==> config.mk <==
export PLATFORM = sky130hd
export DESIGN_NAME = tsig_gate_unit
export DESIGN_NICKNAME = d
export VERILOG_FILES = /design/src/rtl/tsig_pkg.sv /design/src/rtl/tsig_rst_sync.sv /design/src/rtl/tsig_eval.sv /design/src/rtl/tsig_sat_add.sv /design/src/rtl/tsig_out_stage.sv /design/src/rtl/tsig_gate_unit.sv
export SDC_FILE = /design/constraint.sdc
export NUM_CORES = 1
export LEC_CHECK = 0
export BUFFER_PORTS_ARGS = -buffer_cell sky130_fd_sc_hd__buf_4
export CORE_UTILIZATION = 25
export DETAILED_ROUTE_END_ITERATION = 10
export GPL_TIMING_DRIVEN = 0
export PLACE_DENSITY = 0.54
export SLEW_MARGIN = 20
export SYNTH_ARGS = -nofsm -noshare
export SYNTH_HDL_FRONTEND = slang
export SYNTH_SLANG_ARGS = --single-unit
==> constraint.sdc <==
create_clock -name clk -period 1.4 [get_ports clk]
set_input_delay 0.07 -clock clk [delete_from_list [all_inputs] [get_ports clk]]
set_output_delay 0.07 -clock clk [all_outputs]
set_load 0.02 [all_outputs]
==> src/rtl/tsig_pkg.sv <==
package tsig_pkg;

  localparam int OP_W = 3;

  typedef enum logic [OP_W-1:0] {
    OP_INV   = 3'b000,
    OP_AND   = 3'b001,
    OP_OR    = 3'b010,
    OP_NAND2 = 3'b011,
    OP_OR3   = 3'b100,
    OP_XOR2  = 3'b101
  } tsig_op_e;

endpackage

==> src/rtl/tsig_rst_sync.sv <==
module tsig_rst_sync #(
  parameter int STAGES = 2
) (
  input  logic clk,
  input  logic rst_n,
  output logic rst_s_n
);

  logic [STAGES-1:0] sr_q;

  always_ff @(posedge clk or negedge rst_n) begin
    if (!rst_n) sr_q <= '0;
    else        sr_q <= {sr_q[STAGES-2:0], 1'b1};
  end

  assign rst_s_n = sr_q[STAGES-1];

endmodule

==> src/rtl/tsig_eval.sv <==
module tsig_eval
  import tsig_pkg::*;
#(
  parameter int TIME_W    = 15,
  parameter int DLY_NAND2 = 9,
  parameter int DLY_OR3   = 30,
  parameter int DLY_XOR2  = 35
) (
  input  logic [OP_W-1:0]   op,
  input  logic [TIME_W:0]   a,
  input  logic [TIME_W:0]   b,
  input  logic [TIME_W:0]   c,
  output logic              lvl,
  output logic [TIME_W-1:0] base_t,
  output logic [TIME_W-1:0] dly,
  output logic              err
);

  localparam int W = TIME_W + 1;

  function automatic logic [W-1:0] p_inv(input logic [W-1:0] x);
    return {~x[W-1], x[W-2:0]};
  endfunction

  function automatic logic [W-1:0] p_and(input logic [W-1:0] x, input logic [W-1:0] y);
    logic [TIME_W-1:0] tm;
    tm = (x[TIME_W-1:0] > y[TIME_W-1:0]) ? x[TIME_W-1:0] : y[TIME_W-1:0];
    return {x[W-1] & y[W-1], tm};
  endfunction

  function automatic logic [W-1:0] p_or(input logic [W-1:0] x, input logic [W-1:0] y);
    return p_inv(p_and(p_inv(x), p_inv(y)));
  endfunction

  logic [W-1:0] raw;

  always_comb begin
    raw = '0;
    dly = '0;
    err = 1'b0;
    case (op)
      OP_INV:   raw = p_inv(a);
      OP_AND:   raw = p_and(a, b);
      OP_OR:    raw = p_or(a, b);
      OP_NAND2: begin
        raw = p_inv(p_and(a, b));
        dly = TIME_W'(DLY_NAND2);
      end
      OP_OR3: begin
        raw = p_or(p_or(a, b), c);
        dly = TIME_W'(DLY_OR3);
      end
      OP_XOR2: begin
        raw = p_or(p_and(a, p_inv(b)), p_and(p_inv(a), b));
        dly = TIME_W'(DLY_XOR2);
      end
      default: err = 1'b1;
    endcase
  end

  assign lvl    = raw[W-1];
  assign base_t = raw[TIME_W-1:0];

endmodule

==> src/rtl/tsig_sat_add.sv <==
module tsig_sat_add #(
  parameter int TIME_W = 15
) (
  input  logic [TIME_W-1:0] base_t,
  input  logic [TIME_W-1:0] dly,
  output logic [TIME_W-1:0] t_out,
  output logic              ovf
);

  logic [TIME_W:0] sum;

  always_comb begin
    sum   = {1'b0, base_t} + {1'b0, dly};
    ovf   = sum[TIME_W];
    t_out = ovf ? '1 : sum[TIME_W-1:0];
  end

endmodule

==> src/rtl/tsig_out_stage.sv <==
module tsig_out_stage #(
  parameter int TIME_W = 15
) (
  input  logic            clk,
  input  logic            rst_n,
  input  logic            load,
  input  logic            drain,
  input  logic [TIME_W:0] d_word,
  input  logic            d_ovf,
  input  logic            d_err,
  output logic            q_valid,
  output logic [TIME_W:0] q_word,
  output logic            q_ovf,
  output logic            q_err
);

  logic            nxt_valid;
  logic [TIME_W:0] nxt_word;
  logic            nxt_ovf;
  logic            nxt_err;

  always_comb begin
    nxt_valid = q_valid;
    nxt_word  = q_word;
    nxt_ovf   = q_ovf;
    nxt_err   = q_err;
    if (load) begin
      nxt_valid = 1'b1;
      nxt_word  = d_word;
      nxt_ovf   = d_ovf;
      nxt_err   = d_err;
    end else if (drain) begin
      nxt_valid = 1'b0;
    end
  end

  always_ff @(posedge clk or negedge rst_n) begin
    if (!rst_n) begin
      q_valid <= 1'b0;
      q_word  <= '0;
      q_ovf   <= 1'b0;
      q_err   <= 1'b0;
    end else begin
      q_valid <= nxt_valid;
      if (load) begin
        q_word <= nxt_word;
        q_ovf  <= nxt_ovf;
        q_err  <= nxt_err;
      end
    end
  end


  bad_op_zero_chk: assert property (@(posedge clk) disable iff (!rst_n)
    (q_valid && q_err) |-> (q_word == '0 && !q_ovf));


  sat_all_ones_chk: assert property (@(posedge clk) disable iff (!rst_n)
    (q_valid && q_ovf) |-> (&q_word[TIME_W-1:0]));

endmodule

==> src/rtl/tsig_gate_unit.sv <==
module tsig_gate_unit
  import tsig_pkg::*;
#(
  parameter int TIME_W    = 15,
  parameter int DLY_NAND2 = 9,
  parameter int DLY_OR3   = 30,
  parameter int DLY_XOR2  = 35
) (
  input  logic              clk,
  input  logic              rst_n,
  input  logic              in_valid,
  output logic              in_ready,
  input  logic [OP_W-1:0]   op,
  input  logic [TIME_W:0]   opnd_a,
  input  logic [TIME_W:0]   opnd_b,
  input  logic [TIME_W:0]   opnd_c,
  output logic              out_valid,
  input  logic              out_ready,
  output logic [TIME_W:0]   res,
  output logic              res_ovf,
  output logic              res_err
);

  localparam int WORD_W = TIME_W + 1;

  logic              rst_s_n;
  logic              accept;
  logic              e_lvl;
  logic [TIME_W-1:0] e_base;
  logic [TIME_W-1:0] e_dly;
  logic              e_err;
  logic [TIME_W-1:0] s_time;
  logic              s_ovf;
  logic [WORD_W-1:0] d_word;
  logic              d_ovf;

  tsig_rst_sync #(.STAGES(2)) u_rst (
    .clk     (clk),
    .rst_n   (rst_n),
    .rst_s_n (rst_s_n)
  );

  assign in_ready = rst_s_n & (~out_valid | out_ready);
  assign accept   = in_valid & in_ready;

  tsig_eval #(
    .TIME_W    (TIME_W),
    .DLY_NAND2 (DLY_NAND2),
    .DLY_OR3   (DLY_OR3),
    .DLY_XOR2  (DLY_XOR2)
  ) u_eval (
    .op     (op),
    .a      (opnd_a),
    .b      (opnd_b),
    .c      (opnd_c),
    .lvl    (e_lvl),
    .base_t (e_base),
    .dly    (e_dly),
    .err    (e_err)
  );

  tsig_sat_add #(.TIME_W(TIME_W)) u_add (
    .base_t (e_base),
    .dly    (e_dly),
    .t_out  (s_time),
    .ovf    (s_ovf)
  );

  assign d_word = e_err ? '0 : {e_lvl, s_time};
  assign d_ovf  = s_ovf & ~e_err;

  tsig_out_stage #(.TIME_W(TIME_W)) u_out (
    .clk     (clk),
    .rst_n   (rst_s_n),
    .load    (accept),
    .drain   (out_ready),
    .d_word  (d_word),
    .d_ovf   (d_ovf),
    .d_err   (e_err),
    .q_valid (out_valid),
    .q_word  (res),
    .q_ovf   (res_ovf),
    .q_err   (res_err)
  );


  hold_pending_chk: assert property (@(posedge clk) disable iff (!rst_s_n)
    (out_valid && !out_ready) |=> (out_valid && $stable(res) && $stable(res_ovf) && $stable(res_err)));


  launch_result_chk: assert property (@(posedge clk) disable iff (!rst_s_n)
    (in_valid && in_ready) |=> out_valid);


  inv_keeps_time_chk: assert property (@(posedge clk) disable iff (!rst_s_n)
    (in_valid && in_ready && op == OP_INV) |=>
      (res[TIME_W-1:0] == $past(opnd_a[TIME_W-1:0]) && res[TIME_W] != $past(opnd_a[TIME_W])));


  and_latest_time_chk: assert property (@(posedge clk) disable iff (!rst_s_n)
    (in_valid && in_ready && op == OP_AND) |=>
      (res[TIME_W-1:0] >= $past(opnd_a[TIME_W-1:0]) && res[TIME_W-1:0] >= $past(opnd_b[TIME_W-1:0])));

endmodule

Word-level counts from Yosys, hierarchy flattened
Index checks and enable logic that the tools add are counted.
{"block": "totals", "reg_bits": 21, "input_bits": 55, "output_inout_bits": 20, "word_cells": 45}
{"block": "op_classes", "addsub": 1, "magnitude_cmp": 2, "eq_ne": 5, "muxes": 9, "n_bitwise": 20, "reduce_logical": 3}
{"op": "$pmux W16 S6", "count": 1}
{"op": "$mux W15", "count": 3}
{"op": "$gt A15 B15 Y1", "count": 2}
{"op": "$pmux W6 S3", "count": 1}
{"op": "$add A15 B6 Y16", "count": 1}
{"op": "$mux W16", "count": 1}
{"op": "$not A1 Y1", "count": 10}
{"op": "$and A1 B1 Y1", "count": 9}
{"op": "$eq A3 B2 Y1 const B", "count": 2}
{"op": "$eq A3 B3 Y1 const B", "count": 2}
{"op": "$reduce_or A6 Y1", "count": 1}
{"op": "$eq A3 B1 Y1 const B", "count": 1}
{"op": "$logic_not A3 Y1", "count": 1}
{"op": "$mux W1", "count": 3}
{"op": "$reduce_bool A2 Y1", "count": 1}
{"op": "$or A1 B1 Y1", "count": 1}

Depth between registers and ports, before layout
Gate-level depths: netlist of the first run.
{"block": "logic_depth", "depth_word": 9, "mapped_depth": 32, "ltp_nobuf": 29}

By module
From an unflattened synthesis of the first run, not the netlist that was laid out.
{"block": "hier_totals", "cells_unflattened": 378, "hier_area_um2": 3239.4}
{"mod": "tsig_eval", "instances": 1, "cells_per_inst": 204, "area_each_um2": 1467.7, "seq_area_each_um2": 0.0}
{"mod": "tsig_sat_add", "instances": 1, "cells_per_inst": 109, "area_each_um2": 808.3, "seq_area_each_um2": 0.0}
{"mod": "tsig_out_stage", "instances": 1, "cells_per_inst": 41, "area_each_um2": 755.7, "seq_area_each_um2": 475.5}
{"mod": "tsig_gate_unit", "instances": 1, "cells_per_inst": 21, "area_each_um2": 153.9, "seq_area_each_um2": 0.0}
{"mod": "tsig_rst_sync", "instances": 1, "cells_per_inst": 3, "area_each_um2": 53.8, "seq_area_each_um2": 50.0}

Worst setup path after synthesis of the first run
OpenSTA, ideal clock, no wires.
{"block": "synth_timing", "path_kind": "input to register", "start": "input port opnd_b[14]", "end": "register u_out.q_word[10]", "setup_time_ns": 0.080, "arrival_ns": 6.182, "required_ns": 1.320, "slack_ns": -4.863, "stages": 30, "n_path_buf": 4, "path_cell_list": "inv_1 ha_1 nand4_2 or4_4 o311a_4 or2_1 buf_6 buf_2 mux2i_1 inv_1 ha_1 nand4_1 a211oi_1 a2111oi_0 o31ai_1 nor2_1 a222oi_1 inv_1 ha_1 a21o_1 a21oi_1 nor2b_1 or4_1 o2111ai_1 o31ai_2 nand4_2 or4_1 buf_2 buf_6 o211ai_2"}
{"block": "synth_between", "elab_chain_len": 8}
{"element": "start, declared", "line": "tsig_gate_unit.sv:15", "rtl": "input logic [TIME_W:0] opnd_b,"}
{"element": "$gt A15 B15 Y1", "line": "tsig_eval.sv:27", "rtl": "tm = (x[TIME_W-1:0] > y[TIME_W-1:0]) ? x[TIME_W-1:0] : y[TIME_W-1:0];"}
{"element": "$mux W15 *", "line": "tsig_eval.sv:27"}
{"element": "$gt A15 B15 Y1", "line": "tsig_eval.sv:27"}
{"element": "$mux W15", "line": "tsig_eval.sv:27"}
{"element": "$pmux W16 S6 *", "line": "tsig_eval.sv:41", "rtl": "case (op)"}
{"element": "$add A15 B6 Y16 *", "line": "tsig_sat_add.sv:13", "rtl": "sum = {1'b0, base_t} + {1'b0, dly};"}
{"element": "$mux W15 *", "line": "tsig_sat_add.sv:15", "rtl": "t_out = ovf ? '1 : sum[TIME_W-1:0];"}
{"element": "$mux W16 *", "line": "tsig_gate_unit.sv:69", "rtl": "assign d_word = e_err ? '0 : {e_lvl, s_time};"}
{"element": "end signal, assigned", "line": "tsig_out_stage.sv:46", "rtl": "q_word <= nxt_word;"}
{"element": "end, declared", "line": "tsig_out_stage.sv:12", "rtl": "output logic [TIME_W:0] q_word,"}
Every way passes the cells marked *; elsewhere a longest branch is shown, timed or not.
A chain may end at the register's enable or synchronous reset.

Worst setup path after layout of the first run
{"block": "layout_timing", "start": "input port opnd_b[7]", "end": "register u_out.q_word[9]"}
Same word-level chain as after synthesis.

==> results.sh, run 1 <==
export IMPL_outcome="complete, but fails checks"
export IMPL_violations="negative setup slack"
export IMPL_crit_fanout=4
export IMPL_grt_overflow_total=0
export IMPL_hold_viol_final=0
export IMPL_layout_cells_non_filler=613
export IMPL_coreArea_um2=10900
export IMPL_die_w_um=108
export IMPL_routed_wl_um=9260
export IMPL_clk_latency_ns=0.25
export IMPL_cts_sinks=21
export IMPL_synth_ff_type="dfrtp_1"
export IMPL_critPathMaxStageDelay_ns=0.56
export IMPL_ys_ff_latch=21
export IMPL_hold_class="in -> reg"
export IMPL_wl_per_cell_um=15.1
export IMPL_port_buffers=72
export IMPL_synth_async_reset_ratio=1.00
export IMPL_antenna_cells=0
export IMPL_drtAntennaViolNets=0
export IMPL_worst_slack_ns=-4.60
export IMPL_grt_start_max_net_pins=13
export IMPL_period_minus_slack_ns=6.00
export IMPL_antenna_found_initial=0
export IMPL_leakage_nw=2.05
export IMPL_worst_setup_path_end_kind="flop"
export IMPL_syn_nets=454
export IMPL_netlist_area_um2=2830
export IMPL_cellPowerDensity_nw_per_um2=774
export IMPL_cts_root_buf="clkbuf_16"
export IMPL_synth_edff_count=0
export IMPL_synth_mux_area_frac=0.0433
export IMPL_die_area_um2=11700
export IMPL_synthCells=360
export IMPL_grt_pass1_wl_um=14500
export IMPL_drive_gt1_frac=0.444
export IMPL_yosysTopAreaCell="dfrtp_1"
export IMPL_htree_levels=1
export IMPL_drt_iter0_markers=162
export IMPL_worst_ep_required_time_ns=1.56
export IMPL_cts_tree="done"
export IMPL_min_path_cells=3
export IMPL_ys_warn_count=0
export IMPL_tightest_slew_ns=0.805
export IMPL_fmax_ghz=0.167
export IMPL_syn2layout_area_growth_pct=62.1
export IMPL_clockBufferDepth=2
export IMPL_synth_top_family_by_area="compound AO/OA/AOI/OAI gates"
export IMPL_cts_reportedPaths_clkPinSlew_ns=0.05
export IMPL_critical_path_slowest_cell="or4_4"
export IMPL_setup_viol=16
export IMPL_cap_violations=0
export IMPL_grt_util_all_layers=0.156
export IMPL_post_dp_cell_area_um2=3760
export IMPL_vias_per_cell=4.97
export IMPL_die_h_um=108
export IMPL_ff2ff_path_depth=5
export IMPL_timing_final_crit_share=4.28
export IMPL_synth_top_area_share=0.186
export IMPL_rows=38
export IMPL_avgSynthCellArea_um2=7.86
export IMPL_num_vias=3046
export IMPL_synthAdderAreaFrac=0.175
export IMPL_grt_pass1_vias=3010
export IMPL_drc=0
export IMPL_initial_core_util=0.259
export IMPL_synth_xor_area_frac=0.0310
export IMPL_path_class="in -> reg"
export IMPL_yosys_top_cells_count="inv_1, ha_1, nand2_1, o21ai_0"
export IMPL_stdcell_area_um2=4580
export IMPL_hpwl_um=7230
export IMPL_fin_worst_skew_ns=0.00141
export IMPL_irDropWorstVdd_mv=0.845
export IMPL_synth_compound_area_frac=0.263
export IMPL_synth_top_cells_by_area="dfrtp_1, ha_1, inv_1"
export IMPL_max_slew_margin=0.459
export IMPL_synth_most_common_cell="inv_1"
export IMPL_synthSimpleGateAreaFrac=0.221
export IMPL_gp_congestion=0.806
export IMPL_place_inst=572
export IMPL_arrival_ns=6.16
export IMPL_rsz0062_at_grt="yes"
export IMPL_drv_slew=0
export IMPL_fin_nets=568
export IMPL_seq_area_frac_synth=0.186
export IMPL_drt_pre_antenna_iters=4
export IMPL_finalCoreUtilization=0.419
export IMPL_io_pins=75
export IMPL_yosysUniqueCellTypes=60
export IMPL_numCtsBuffers=3
export IMPL_crit_path_start_kind="primary input"
## cell usage in the layout (no fill, tap or decap), types with 6 or more instances in the layout
cell type,instances
buf_6,15
inv_1,27
a22oi_1,8
inv_2,12
nor2_1,19
xnor2_1,9
nand2_1,33
buf_4,90
a21o_1,7
nand4_1,6
ha_4,18
ha_1,19
o21a_1,6
mux2_2,6
dfrtp_1,20
a21oi_1,18
nand2_2,7
o21ai_0,22
clkbuf_1,6
## flip-flops by register name, summed over array words and instances, names as in the netlist
| signal | count |
|---|---|
| u_out.q_valid | 1 |
| u_rst.sr_q | 2 |
| u_out.q_ovf | 1 |
| u_out.q_word | 16 |
| u_out.q_err | 1 |
## worst max-delay path, delay by kind of cell
kind / cells / cell delay [ns]
AO/OA/AOI/OAI: 10 / 1.74
adder cells (fa/ha/maj): 3 / 0.78
buffers and inverters: 10 / 1.22
multiplexers: 1 / 0.18
AND/OR/NAND/NOR: 8 / 2.15
## through the flow
step / setup TNS, ns / hold WS, ns / total power [mW] / worst slack, ns
after floorplan: -70.24 / -0.226 / 1.94 / -4.46
after global placement: -86.57 / -0.147 / 2.51 / -5.47
after detailed placement: -87.21 / -0.145 / 2.54 / -5.51
after CTS: -72.16 / 0.115 / 3.42 / -4.57
after global routing: -77.62 / 0.147 / 3.81 / -4.91
final: -72.90 / 0.119 / 3.55 / -4.60
## metal layers
layer  vias up  GRT usage  part of all wire
li1       1544          -                 -
met1      1437      0.192              0.44
met2        57      0.287              0.52
met3         8     0.0157             0.036
met4         0     0.0386             0.012
met5         -          0                 0
## path summary, 6_finish.rpt
path,from,end,slack (ns)
worst max-delay path,opnd_b[7],u_out.q_word[9],-4.60
worst min-delay path,out_ready,u_out.q_valid,0.12
worst max register to register,u_rst.sr_q[1],u_out.q_word[9],-0.60
worst min register to register,u_rst.sr_q[1],u_out.q_word[7],0.16
max in group asynchronous,u_rst.sr_q[1],u_out.q_ovf,0.87
min in group asynchronous,rst_n,u_rst.sr_q[1],0.14
## where the power goes
group	internal, mW	leakage (nW)	total, mW	switching (mW)
combinational	1.06	1.75	2.17	1.11
sequential	0.720	0.265	0.790	0.0692
clock	0.387	0.0382	0.588	0.201
total	2.17	2.05	3.55	1.38
## cell type report
type,count,area (µm²)
Timing Repair Buffer,111,983
Clock buffer,4,78.8
Multi-Input combinational cell,284,2550
Fill cell,1122,6350
Tap cell,140,175
Sequential cell,21,529
Inverter,43,184
Buffer,10,85.1
## logic make-up (layout without fill, tap and decap cells)
family / after synthesis / count (layout)
compound gates: 108 / 108
other cells: 1 / 1
flops: 21 / 21
mux: 11 / 11
fa+ha+maj: 39 / 39
xor+xnor: 10 / 10
buf+inv: 55 / 168
simple gates: 115 / 115
## what timing repair did
item / CTS / global route
hold buffers: 1 / 0
pin swaps: 31 / 29
gates cloned: 2 / 0
setup endpoints to repair: 20 / 18
endpoints found under the hold margin: 2 / 0
gates resized for setup: 57 / 33
setup buffers: 24 / 12
Note: power is estimated with default switching activity, not from simulation.
==> run 2: changes to the inputs <==
--- a/config.mk
+++ b/config.mk
@@ -6,10 +6,12 @@
 export NUM_CORES = 1
 export LEC_CHECK = 0
 export BUFFER_PORTS_ARGS = -buffer_cell sky130_fd_sc_hd__buf_4
+export CELL_PAD_IN_SITES_DETAIL_PLACEMENT = 0
+export CELL_PAD_IN_SITES_GLOBAL_PLACEMENT = 1
 export CORE_UTILIZATION = 25
 export DETAILED_ROUTE_END_ITERATION = 10
 export GPL_TIMING_DRIVEN = 0
-export PLACE_DENSITY = 0.54
+export PLACE_DENSITY = 0.66
 export SLEW_MARGIN = 20
 export SYNTH_ARGS = -nofsm -noshare
 export SYNTH_HDL_FRONTEND = slang
==> run 2 against run 1 <==
  * The run still ends with negative setup slack left
  * Highest routed layer unchanged
  * Fmax is 0.90% higher
  * Critical path type unchanged
  * Final area grew 1.1%
  * Critical endpoint is now u_out.q_word[7]
  * Largest power group unchanged
  * Clock skew shrank 0.00068 ns
==> results.sh, run 2 (same netlist as run 1, synthesis figures left out) <==
export IMPL_outcome="complete, but fails checks"
export IMPL_violations="negative setup slack"
export IMPL_vias_per_cell=4.99
export IMPL_die_area_um2=11700
export IMPL_die_h_um=108
export IMPL_hold_viol_final=0
export IMPL_coreArea_um2=10900
export IMPL_hpwl_um=7220
export IMPL_period_minus_slack_ns=5.94
export IMPL_port_buffers=72
export IMPL_worst_path_buf_inv=6
export IMPL_fmax_ghz=0.168
export IMPL_cts_reportedPaths_clkPinSlew_ns=0.06
export IMPL_cts_tree="done"
export IMPL_max_slew_margin=0.466
export IMPL_use_met2=0.289
export IMPL_grt_start_max_net_pins=13
export IMPL_critical_path_slowest_cell="or4_4"
export IMPL_mostFrequentLayoutCell="buf_4"
export IMPL_htree_levels=1
export IMPL_tightest_slew_ns=0.796
export IMPL_leakage_nw=2.09
export IMPL_cap_violations=0
export IMPL_wl_per_cell_um=15.0
export IMPL_final_cell_mix="buf_4, nand2_1, inv_1, o21ai_0, dfrtp_1"
export IMPL_clockBufferDepth=2
export IMPL_die_w_um=108
export IMPL_post_dp_cell_area_um2=3760
export IMPL_timing_final_crit_share=4.25
export IMPL_initial_core_util=0.259
export IMPL_setup_viol=16
export IMPL_cts_sinks=21
export IMPL_drive_gt1_frac=0.439
export IMPL_crit_fanout=5
export IMPL_rows=38
export IMPL_crit_family="simple AND/OR/NAND/NOR gates"
export IMPL_fin_nets=573
export IMPL_crit_top_cell="buf_6"
export IMPL_syn2layout_area_growth_pct=63.9
export IMPL_hold_slack_ns=0.128
export IMPL_cellPowerDensity_nw_per_um2=769
export IMPL_crit_path_start_kind="primary input"
export IMPL_hold_class="in -> async"
export IMPL_gp_congestion=0.829
export IMPL_met1_usage=0.199
export IMPL_worst_slack_ns=-4.54
export IMPL_fin_worst_skew_ns=0.000732
export IMPL_path_class="in -> reg"
export IMPL_clk_latency_ns=0.25
export IMPL_seq_area_um2=529
export IMPL_rsz0062_at_grt="yes"
export IMPL_grt_pass1_vias=3020
export IMPL_worst_setup_path_end_kind="flop"
export IMPL_antenna_cells=0
export IMPL_grt_util_all_layers=0.157
export IMPL_antenna_found_initial=0
export IMPL_routed_wl_um=9300
export IMPL_drt_iter0_markers=118
export IMPL_n_fill_cell=1122
export IMPL_numCtsBuffers=3
export IMPL_fin_tns_setup_ns=-72.18
export IMPL_stdcell_area_um2=4640
export IMPL_drc=0
export IMPL_multiInputGateArea_um2=2550
export IMPL_drv_slew=0
export IMPL_largest_reg_flops=16
export IMPL_drtAntennaViolNets=0
export IMPL_irDropWorstVdd_mv=0.658
export IMPL_io_pins=75
export IMPL_drt_pre_antenna_iters=4
export IMPL_largestRegisters="u_out.q_word: 16 flops, u_rst.sr_q: 2 flops"
export IMPL_arrival_ns=6.06
export IMPL_num_vias=3082
export IMPL_grt_overflow_total=0
export IMPL_met3_usage=0.00904
export IMPL_worst_ep_required_time_ns=1.52
export IMPL_largest_register="u_out.q_word"
export IMPL_cts_root_buf="clkbuf_16"
export IMPL_critPathMaxStageDelay_ns=0.56
export IMPL_busiest_layer="met2"
export IMPL_grt_pass1_wl_um=14500
-- run 2: path summary, 6_finish.rpt --
| check | start | cells past startpoint | slack, ns | endpoint |
|---|---|---|---|---|
| max in group asynchronous | u_rst.sr_q[1] | 1 | 0.86 | u_out.q_valid |
| min in group clk | out_ready | 3 | 0.13 | u_out.q_valid |
| worst max register to register | u_rst.sr_q[1] | 6 | -0.62 | u_out.q_word[9] |
| worst max-delay path | opnd_a[4] | 30 | -4.54 | u_out.q_word[7] |
| worst min-delay path | rst_n | 2 | 0.13 | u_rst.sr_q[1] |
| worst min register to register | u_rst.sr_q[1] | 0 | 0.16 | u_out.q_word[8] |
-- run 2: through the flow --
step,utilization,std cells,setup WS (ns),total power [mW]
after global placement,0.343,572,-5.40,2.51
final,0.424,618,-4.54,3.56
after detailed placement,0.343,572,-5.47,2.54
after CTS,0.391,604,-4.56,3.38
after floorplan,-,360,-4.46,1.94
after global routing,0.424,618,-4.80,3.82
-- run 2: cell type report --
type	instances	area share
tap	140	0.0378
clock buffer	4	0.0170
sequential	21	0.114
buffer	11	0.0221
inverter	43	0.0408
multi-input combinational	284	0.549
timing repair buffer	115	0.219
-- run 2: routing by layer --
metal / up-vias / wire (µm) / share of wire
met5: - / 0 / 0
met2: 79 / 4750 / 0.51
met1: 1431 / 4030 / 0.43
met4: 0 / 124 / 0.013
met3: 12 / 393 / 0.042
li1: 1560 / - / -
-- run 2: report_power, final --
group          switching (mW)  total (mW)  internal [mW]
Combinational            1.10        2.17           1.07
Clock                   0.210       0.598          0.388
Sequential             0.0705       0.791          0.720
-- run 2: repair_timing --
| action | 4_1_cts | 5_1_grt |
|---|---|---|
| pin swaps | 31 | 29 |
| endpoints found under the setup margin | 19 | 16 |
| gates resized for setup | 41 | 53 |
| hold endpoints to repair | 2 | 0 |
| hold buffers | 1 | 0 |
| gates cloned | 2 | 0 |
| setup buffers | 26 | 17 |
==> run 3: changes to the inputs <==
--- a/config.mk
+++ b/config.mk
@@ -9,9 +9,11 @@
 export CELL_PAD_IN_SITES_DETAIL_PLACEMENT = 0
 export CELL_PAD_IN_SITES_GLOBAL_PLACEMENT = 1
 export CORE_UTILIZATION = 25
+export CTS_CLUSTER_SIZE = 28
 export DETAILED_ROUTE_END_ITERATION = 10
 export GPL_TIMING_DRIVEN = 0
 export PLACE_DENSITY = 0.66
+export RECOVER_POWER = 100
 export SLEW_MARGIN = 20
 export SYNTH_ARGS = -nofsm -noshare
 export SYNTH_HDL_FRONTEND = slang
==> run 3 against run 2 <==
  * Clock power barely moved
  * Critical path depth stayed put
  * The run still ends with negative setup slack left
  * Register-to-register slack worse by 0.19 ns
  * Non-clock buffer count unchanged
  * Sequential power about the same
  * Utilization shrank 0.76 points
  * Cell count stayed put
  * Fmax decreased by 0.13%
  * Combinational power shrank 4%
  * Largest power group unchanged
  * Power shrank 2.6%
==> results.sh, run 3 (same netlist as run 1, synthesis figures left out) <==
export IMPL_irDropWorstVdd_mv=0.612
export IMPL_violations="negative setup slack"
export IMPL_cts_sinks=21
export IMPL_clkPwrFrac=0.172
export IMPL_final_cell_mix="buf_4, nand2_1, inv_1, clkbuf_1"
export IMPL_largestRegisters="u_out.q_word: 16 flops, u_rst.sr_q: 2 flops"
export IMPL_arrival_ns=6.14
export IMPL_fmax_ghz=0.168
export IMPL_power_mw=3.47
export IMPL_tightest_slew_ns=0.804
export IMPL_worst_path_buf_inv=5
export IMPL_grt_pass1_wl_um=14500
export IMPL_worst_slack_ns=-4.55
export IMPL_io_pins=75
export IMPL_route_top_layer_used="met4"
export IMPL_ff2ff_path_depth=6
export IMPL_cellPowerDensity_nw_per_um2=762
export IMPL_max_slew_margin=0.460
export IMPL_grt_start_max_net_pins=13
export IMPL_wl_per_cell_um=15.1
export IMPL_cap_violations=0
export IMPL_path_class="in -> reg"
export IMPL_pwr_share_seq=0.227
export IMPL_cts_root_buf="clkbuf_16"
export IMPL_die_w_um=108
export IMPL_drt_pre_antenna_iters=4
export IMPL_antenna_found_initial=0
export IMPL_routed_wl_um=9350
export IMPL_hpwl_um=7220
export IMPL_hold_slack_ns=0.127
export IMPL_die_h_um=108
export IMPL_worst_ep_required_time_ns=1.59
export IMPL_crit_path_start_kind="primary input"
export IMPL_antenna_cells=0
export IMPL_rsz0062_at_grt="yes"
export IMPL_fin_worst_skew_ns=0.000618
export IMPL_p_comb_frac=0.600
export IMPL_timing_final_crit_share=4.25
export IMPL_outcome="complete, but fails checks"
export IMPL_htree_levels=1
export IMPL_routedLengthMet1_um=4100
export IMPL_finalCoreUtilization=0.416
export IMPL_grt_overflow_total=0
export IMPL_rows=38
export IMPL_worst_setup_path_end_kind="flop"
export IMPL_cts_tree="done"
export IMPL_die_area_um2=11700
export IMPL_vias_per_cell=4.95
export IMPL_leakage_nw=2.01
export IMPL_coreArea_um2=10900
export IMPL_drtAntennaViolNets=0
export IMPL_p_switching_mw=1.38
export IMPL_grt_pass1_vias=3020
export IMPL_largest_register="u_out.q_word"
export IMPL_drive_gt1_frac=0.393
export IMPL_met3_length_um=384
export IMPL_hold_class="in -> async"
export IMPL_netSwitchingFraction=0.398
export IMPL_largest_reg_flops=16
export IMPL_initial_core_util=0.259
export IMPL_clockBufferDepth=2
export IMPL_drt_iter0_markers=105
export IMPL_period_minus_slack_ns=5.95
export IMPL_grt_util_all_layers=0.157
export IMPL_critPathMaxStageDelay_ns=0.56
export IMPL_crit_fanout=10
export IMPL_syn2layout_area_growth_pct=60.9
export IMPL_cp_depth=30
export IMPL_gp_congestion=0.829
export IMPL_critical_path_slowest_cell="or4_4"
export IMPL_p_int_mw=2.09
export IMPL_wl_met2_um=4740
export IMPL_setup_viol=18
export IMPL_mostFrequentLayoutCell="buf_4"
export IMPL_numCtsBuffers=3
export IMPL_hold_viol_final=0
export IMPL_drv_slew=0
export IMPL_port_buffers=72
export IMPL_cts_reportedPaths_clkPinSlew_ns=0.05
export IMPL_clk_latency_ns=0.25
export IMPL_num_vias=3057
export IMPL_drc=0
export IMPL_fin_nets=573
export IMPL_crit_family="simple AND/OR/NAND/NOR gates"
==> run 3: layer usage <==
metal | vias to the layer above | GRT usage
li1 | 1557 | -
met1 | 1415 | 0.199
met2 | 75 | 0.289
met3 | 10 | 0.00904
met4 | 0 | 0.0386
met5 | - | 0
==> run 3: power groups by stage <==
stage | logic (mW) | clock network (mW) | registers (mW)
floorplan | 1.01 | 0 | 0.929
global placement | 1.70 | 0 | 0.806
detailed placement | 1.73 | 0 | 0.806
CTS | 1.97 | 0.612 | 0.791
global route | 2.29 | 0.631 | 0.801
finish | 2.08 | 0.598 | 0.788
==> run 3: final timing paths <==
path / slack (ns) / endpoint / start
min in group clk: 0.13 / u_out.q_valid / out_ready
max reg2reg: -0.81 / u_out.q_word[9] / u_rst.sr_q[1]
min: 0.13 / u_rst.sr_q[0] / rst_n
min reg2reg: 0.20 / u_out.q_word[8] / u_rst.sr_q[1]
max in group asynchronous: 0.34 / u_out.q_valid / u_rst.sr_q[1]
max: -4.55 / u_out.q_word[14] / opnd_a[4]
==> run 3: area by class of cell <==
class                   count  area (µm²)
repair buffers            115         936
inverters                  43         189
fillers                  1138        6380
clock buffers               4        78.8
well taps                 140         175
plain buffers              11         103
flip-flops and latches     21         526
multi-input cells         284        2550
==> run 3: what timing repair did <==
| item | CTS | global route |
|---|---|---|
| gates resized for setup | 41 | 53 |
| gates cloned | 2 | 0 |
| hold buffers | 1 | 0 |
| hold endpoints to repair | 2 | 0 |
| buffers inserted | 26 | 17 |
| pin swaps | 31 | 29 |
| endpoints found under the setup margin | 19 | 16 |
==> run 3: stage by stage <==
stage / worst slack, ns / setup TNS [ns] / instance area (µm²) / std cells
global route: -4.80 / -76.33 / 4550 / 618
global placement: -5.40 / -85.52 / 3760 / 572
finish: -4.55 / -72.31 / 4550 / 618
floorplan: -4.46 / -70.24 / 3040 / 360
CTS: -4.56 / -72.56 / 4270 / 604
detailed placement: -5.47 / -86.62 / 3760 / 572
==> run 3: worst register-to-register path: cells and delay by family, from the launching register on <==
family	cells	cell delay, ns
buffers and inverters	2	0.28
and+or+nand+nor	3	1.13
DFF	1	0.64
AOI/OAI and AO/OA	1	0.07
